**src/rtl/hdlc_rx_pkg.sv**
```systemverilog
package hdlc_rx_pkg;
  localparam int unsigned BYTE_W = 8;

  localparam logic [BYTE_W-1:0] FLAG_CODE  = 8'h7E;
  localparam logic [BYTE_W-1:0] ABORT_CODE = 8'h7F;
  localparam logic [BYTE_W-1:0] ESC_CODE   = 8'h1B;

  // true for payload values that must be preceded by the escape byte
  function automatic logic is_reserved(input logic [BYTE_W-1:0] b);
    return (b == FLAG_CODE) || (b == ABORT_CODE) || (b == ESC_CODE);
  endfunction
endpackage

```
**src/rtl/hdlc_rx_history.sv**
```systemverilog
module hdlc_rx_history
  import hdlc_rx_pkg::*;
(
  input  logic clk,
  input  logic rst,
  input  logic shift_en,
  input  logic bit_in,
  output logic is_flag,
  output logic is_abort,
  output logic is_stuff
);
  logic [BYTE_W-1:0] hist_q;
  logic [BYTE_W-1:0] hist_nxt;

  assign hist_nxt = {hist_q[BYTE_W-2:0], bit_in};

  // pattern decode on the history including the incoming bit
  assign is_flag  = (hist_nxt == FLAG_CODE);
  assign is_abort = &hist_nxt[6:0];
  assign is_stuff = (hist_nxt[5:0] == 6'b111110);

  always_ff @(posedge clk) begin
    if (rst)           hist_q <= '0;
    else if (shift_en) hist_q <= hist_nxt;
  end
endmodule

```
**src/rtl/hdlc_rx_out_fifo.sv**
```systemverilog
module hdlc_rx_out_fifo
  import hdlc_rx_pkg::*;
#(
  parameter int unsigned DEPTH = 2,
  localparam int unsigned PW = (DEPTH > 1) ? $clog2(DEPTH) : 1,
  localparam int unsigned CW = $clog2(DEPTH + 1)
) (
  input  logic              clk,
  input  logic              rst,
  input  logic [1:0]        push_cnt,
  input  logic [BYTE_W-1:0] push_b0,
  input  logic [BYTE_W-1:0] push_b1,
  input  logic              pop,
  output logic              out_valid,
  output logic [BYTE_W-1:0] out_data,
  output logic [CW-1:0]     fill
);
  logic [BYTE_W-1:0] mem [DEPTH];
  logic [PW-1:0]     wr_q, rd_q;
  logic [CW-1:0]     cnt_q;

  function automatic logic [PW-1:0] ptr_inc(input logic [PW-1:0] p);
    return (p == PW'(DEPTH - 1)) ? '0 : p + 1'b1;
  endfunction

  // storage without reset so it can map onto RAM
  always_ff @(posedge clk) begin
    if (push_cnt != 2'd0) mem[wr_q] <= push_b0;
    if (push_cnt == 2'd2) mem[ptr_inc(wr_q)] <= push_b1;
  end

  always_ff @(posedge clk) begin
    if (rst) begin
      wr_q  <= '0;
      rd_q  <= '0;
      cnt_q <= '0;
    end else begin
      case (push_cnt)
        2'd1:    wr_q <= ptr_inc(wr_q);
        2'd2:    wr_q <= ptr_inc(ptr_inc(wr_q));
        default: wr_q <= wr_q;
      endcase
      if (pop) rd_q <= ptr_inc(rd_q);
      cnt_q <= cnt_q + CW'(push_cnt) - CW'(pop);
    end
  end

  assign out_valid = (cnt_q != '0);
  assign out_data  = mem[rd_q];
  assign fill      = cnt_q;
endmodule

```
**src/rtl/hdlc_rx_deframer.sv**
```systemverilog
module hdlc_rx_deframer
  import hdlc_rx_pkg::*;
#(
  parameter int unsigned FIFO_DEPTH = 2
) (
  input  logic              clk,
  input  logic              rst,
  input  logic              bit_valid,
  input  logic              bit_in,
  output logic              out_valid,
  output logic [BYTE_W-1:0] out_data,
  input  logic              out_ready
);
  localparam int unsigned CW = $clog2(FIFO_DEPTH + 1);
  localparam int unsigned BCW = $clog2(BYTE_W);

  logic is_flag, is_abort, is_stuff;
  logic rx_on, rx_n;
  logic [BYTE_W-1:0] acc_q, acc_n, byte_w;
  logic [BCW-1:0] bcnt_q, bcnt_n;
  logic [1:0] push_cnt;
  logic [BYTE_W-1:0] push_b0, push_b1;
  logic [CW-1:0] fifo_fill, free_slots;

  hdlc_rx_history u_hist (
    .clk     (clk),
    .rst     (rst),
    .shift_en(bit_valid),
    .bit_in  (bit_in),
    .is_flag (is_flag),
    .is_abort(is_abort),
    .is_stuff(is_stuff)
  );

  hdlc_rx_out_fifo #(.DEPTH(FIFO_DEPTH)) u_fifo (
    .clk      (clk),
    .rst      (rst),
    .push_cnt (push_cnt),
    .push_b0  (push_b0),
    .push_b1  (push_b1),
    .pop      (out_valid && out_ready),
    .out_valid(out_valid),
    .out_data (out_data),
    .fill     (fifo_fill)
  );

  // free space ignores a pop in the same cycle, so a push never overruns
  assign free_slots = CW'(FIFO_DEPTH) - fifo_fill;
  assign byte_w     = {bit_in, acc_q[BYTE_W-1:1]};

  always_comb begin
    rx_n     = rx_on;
    acc_n    = acc_q;
    bcnt_n   = bcnt_q;
    push_cnt = 2'd0;
    push_b0  = FLAG_CODE;
    push_b1  = byte_w;
    if (bit_valid) begin
      if (is_flag) begin
        acc_n  = '0;
        bcnt_n = '0;
        if (free_slots >= CW'(1)) begin
          push_cnt = 2'd1;
          rx_n     = 1'b1;
        end else begin
          rx_n = 1'b0;
        end
      end else if (is_abort) begin
        rx_n = 1'b0;
      end else if (rx_on && !is_stuff) begin
        if (bcnt_q == BCW'(BYTE_W - 1)) begin
          acc_n  = '0;
          bcnt_n = '0;
          if (is_reserved(byte_w)) begin
            if (free_slots >= CW'(2)) begin
              push_cnt = 2'd2;
              push_b0  = ESC_CODE;
            end else begin
              rx_n = 1'b0;
            end
          end else if (free_slots >= CW'(1)) begin
            push_cnt = 2'd1;
            push_b0  = byte_w;
          end else begin
            rx_n = 1'b0;
          end
        end else begin
          acc_n  = byte_w;
          bcnt_n = bcnt_q + 1'b1;
        end
      end
    end
  end

  always_ff @(posedge clk) begin
    if (rst) begin
      rx_on  <= 1'b0;
      acc_q  <= '0;
      bcnt_q <= '0;
    end else begin
      rx_on  <= rx_n;
      acc_q  <= acc_n;
      bcnt_q <= bcnt_n;
    end
  end
endmodule

```
**config.mk**
```make
export PLATFORM = sky130hd
export DESIGN_NAME = hdlc_rx_deframer
export DESIGN_NICKNAME = d
export VERILOG_FILES = /design/src/rtl/hdlc_rx_pkg.sv /design/src/rtl/hdlc_rx_history.sv /design/src/rtl/hdlc_rx_out_fifo.sv /design/src/rtl/hdlc_rx_deframer.sv
export SDC_FILE = /design/constraint.sdc
export NUM_CORES = 1
export LEC_CHECK = 0
export BUFFER_PORTS_ARGS = -buffer_cell sky130_fd_sc_hd__buf_2
export CAP_MARGIN = 25
export CORE_MARGIN = 2
export CORE_UTILIZATION = 60
export CTS_BUF_LIST = sky130_fd_sc_hd__clkbuf_4
export DETAILED_ROUTE_END_ITERATION = 16
export PLACE_DENSITY_LB_ADDON = 0.12
export SYNTH_ARGS = -nofsm -noshare
export SYNTH_HDL_FRONTEND = slang
export SYNTH_SLANG_ARGS = --single-unit
```
**constraint.sdc**
```tcl
create_clock -name clk -period 4.9 [get_ports clk]
set_input_delay 0.49 -clock clk [delete_from_list [all_inputs] [get_ports clk]]
set_output_delay 0.49 -clock clk [all_outputs]
set_load 0.02 [all_outputs]
```
==> results.json <==
{
  "drcViolationCount": 0,
  "synth-seq-area-share_pct": 47.5,
  "syn-num-nets": 191,
  "synthCells": 177,
  "netlist_area_um2": 1980,
  "die_height_um": 61.4,
  "synth.top_cell.area_share_pct": 24.3,
  "overflow": 0,
  "nFillCells": 264,
  "ant_nets": 0,
  "fin_util_pct": 68.9,
  "max_stage_delay_ps": 840,
  "crit_slowest_cell": "o21ai_0",
  "synthFlopType": "dfxtp_1",
  "grt_max_degree": 27,
  "antennaDiodeCount": 0,
  "dr.pass1.iters": 4,
  "routed_wirelength_mm": 3.53,
  "yosys-top-cells-area": "edfxtp_1 24%, dfxtp_1 23%, ha_1 5.7%",
  "clk-insertion-delay-late_ps": 340,
  "post_cts_buffers": 0,
  "cts_hold_buf": 0,
  "dp_cells": 228,
  "dieArea_um2": 3770,
  "hold_violations": 0,
  "io_buffers": 13,
  "cts-resized-gates": 0,
  "finalCritPeriodShare_pct": 52.2,
  "maxSlewHeadroom_pct": 30.7,
  "setup_viol": 0,
  "cp-start-kind": "flip-flop",
  "rsz0062_at_grt": "false",
  "synth-edff-count": 16,
  "cp.required_ps": 4870,
  "arrival_ps": 2520,
  "holdCritPathClass": "flip-flop to flip-flop",
  "num_rows": 20,
  "yosys.area.top_type": "edfxtp_1",
  "outcome": "finished clean",
  "r2r_slack_ps": 2340,
  "dp_slack_ps": 2170,
  "syn_avg_cell_area_um2": 11.2,
  "setup_slack_ps": 2340,
  "cts_tree": "done",
  "hold_slack_ps": 499,
  "routedWlPerCell_um": 14.9,
  "ys_top_cells_by_count": "23 x dfxtp_1, 16 x edfxtp_1, 14 x inv_1",
  "finClkSkew_ps": 5.52,
  "viasPerCell": 5.84,
  "cap_violations": 0,
  "tns_ps": 0,
  "finalCriticalPeriod_ps": 2560,
  "cts.clk_slew.worst_paths_ps": 100,
  "cts_max_level": 2,
  "ioPinCount": 14,
  "drive_above_1_share_pct": 24.0,
  "cts-root-buf": "clkbuf_4",
  "ir_worst_vdd_mv": 0.179,
  "path_common_cell": "ha_1",
  "final_nets": 205,
  "final_cells": 236,
  "antenna_found_initial": 0,
  "numCtsBuffers": 5,
  "clk_path_buf_depth": 2,
  "clkSinkCount": 39,
  "first_global_vias": 1305,
  "cp_cell_sequence": "ha_1, ha_1, nand3_1, a31oi_4, a31oi_1, o21ai_0",
  "die_width_um": 61.4,
  "crit_fanout": 8,
  "power_density_nw_per_um2": 290,
  "start_util_pct": 63.8,
  "first_iter_violations": 27,
  "ys_types": 40,
  "crit_path_end_kind": "flip-flop",
  "grtUsageTotal_pct": 21.2,
  "grt_pass1_wl_mm": 5.71,
  "ys.warnings.count": 0,
  "place_congestion": 0.782,
  "leakage_nw": 0.871,
  "async_flop_share_pct": 0,
  "worst_pin_slew_ps": 1030,
  "dp_hpwl_mm": 2.63,
  "num_vias": 1379,
  "timing.fmax_ghz": 0.391,
  "ys_seq_elements": 39,
  "worst-setup-path-type": "flip-flop to flip-flop",
  "area_delta_synth_final_pct": 8.03,
  "core_area_um2": 3100,
  "yosys.cell_count.top_type": "dfxtp_1",
  "drv_slew": 0
}
-- path summary, 6_finish.rpt --
path | from | to | cells after the start
worst min register to register | bcnt_q[1]$_SDFFE_PP0P_ | bcnt_q[1]$_SDFFE_PP0P_ | 2
worst min-delay path | bcnt_q[1]$_SDFFE_PP0P_ | bcnt_q[1]$_SDFFE_PP0P_ | 2
worst max-delay path | bcnt_q[0]$_SDFFE_PP0P_ | u_fifo.mem[0][4]$_DFFE_PP_ | 6
worst max register to register | bcnt_q[0]$_SDFFE_PP0P_ | u_fifo.mem[0][4]$_DFFE_PP_ | 6
-- cell type report --
| type | instances | area [um^2] | area share (%) |
|---|---|---|---|
| Timing Repair Buffer | 13 | 65.1 | 3.04 |
| Inverter | 14 | 52.6 | 2.46 |
| Multi-Input combinational cell | 118 | 948 | 44.4 |
| Clock buffer | 5 | 37.5 | 1.76 |
| Sequential cell | 39 | 941 | 44.0 |
| Tap cell | 44 | 55.1 | 2.57 |
| Clock inverter | 3 | 38.8 | 1.81 |
-- state kept, by name (all words and copies together) (netlist names), named ones only --
name	count
acc_q	7
bcnt_q	3
rx_on	1
u_fifo.fill	2
u_fifo.mem	16
u_fifo.rd_q	1
u_fifo.wr_q	1
u_hist.hist_q	7
-- worst max-delay path: cells and delay by family (launching register included) --
kind	cells	cell delay, ps
flip-flops	1	350
AND/OR/NAND/NOR	1	140
AO/OA/AOI/OAI	3	1340
adder cells (fa/ha/maj)	2	340
-- power breakdown --
group	switching, mW	total, mW	internal [mW]
clock network	0.0976	0.202	0.105
registers	0.00761	0.350	0.342
logic	0.0386	0.0685	0.0300
-- metrics by stage --
step	instance area, um^2	power [mW]
floorplan	1980	0.409
global placement	2060	0.423
detailed placement	2060	0.426
CTS	2140	0.624
global route	2140	0.646
finish	2140	0.621
-- layer usage --
layer  vias to the layer above  track usage, %  wire, um
li1                        686               -         -
met1                       653            22.8      1470
met2                        31            39.5      1840
met3                         9            5.25       145
met4                         0            8.21        72
met5                         -               0         0
-- cells by family (layout without fill, tap and decap cells) --
group	Yosys count	count (layout)	share of synthesized area, %
AO/OA/AOI/OAI	33	33	14.7
XOR/XNOR	3	3	1.33
adder cells (fa/ha/maj)	9	9	5.69
buffers and inverters	20	35	4.55
flip-flops	39	39	47.5
multiplexers	17	17	9.17
AND/OR/NAND/NOR	56	56	17.0
-- cells in the final DEF (no fill, tap or decap), drive strengths merged, types with 5 or more instances in the layout --
cell,synthesis,routed
o22a,6,6
buf,4,13
o21ai,8,8
inv,14,14
nand4,9,9
clkbuf,2,5
mux2i,8,8
nor2,12,12
or2,7,7
ha,9,9
mux2,9,9
nor2b,5,5
nand2b,9,9
a31oi,5,5
dfxtp,23,23
edfxtp,16,16
No activity file was read; power rests on OpenSTA's default activity.
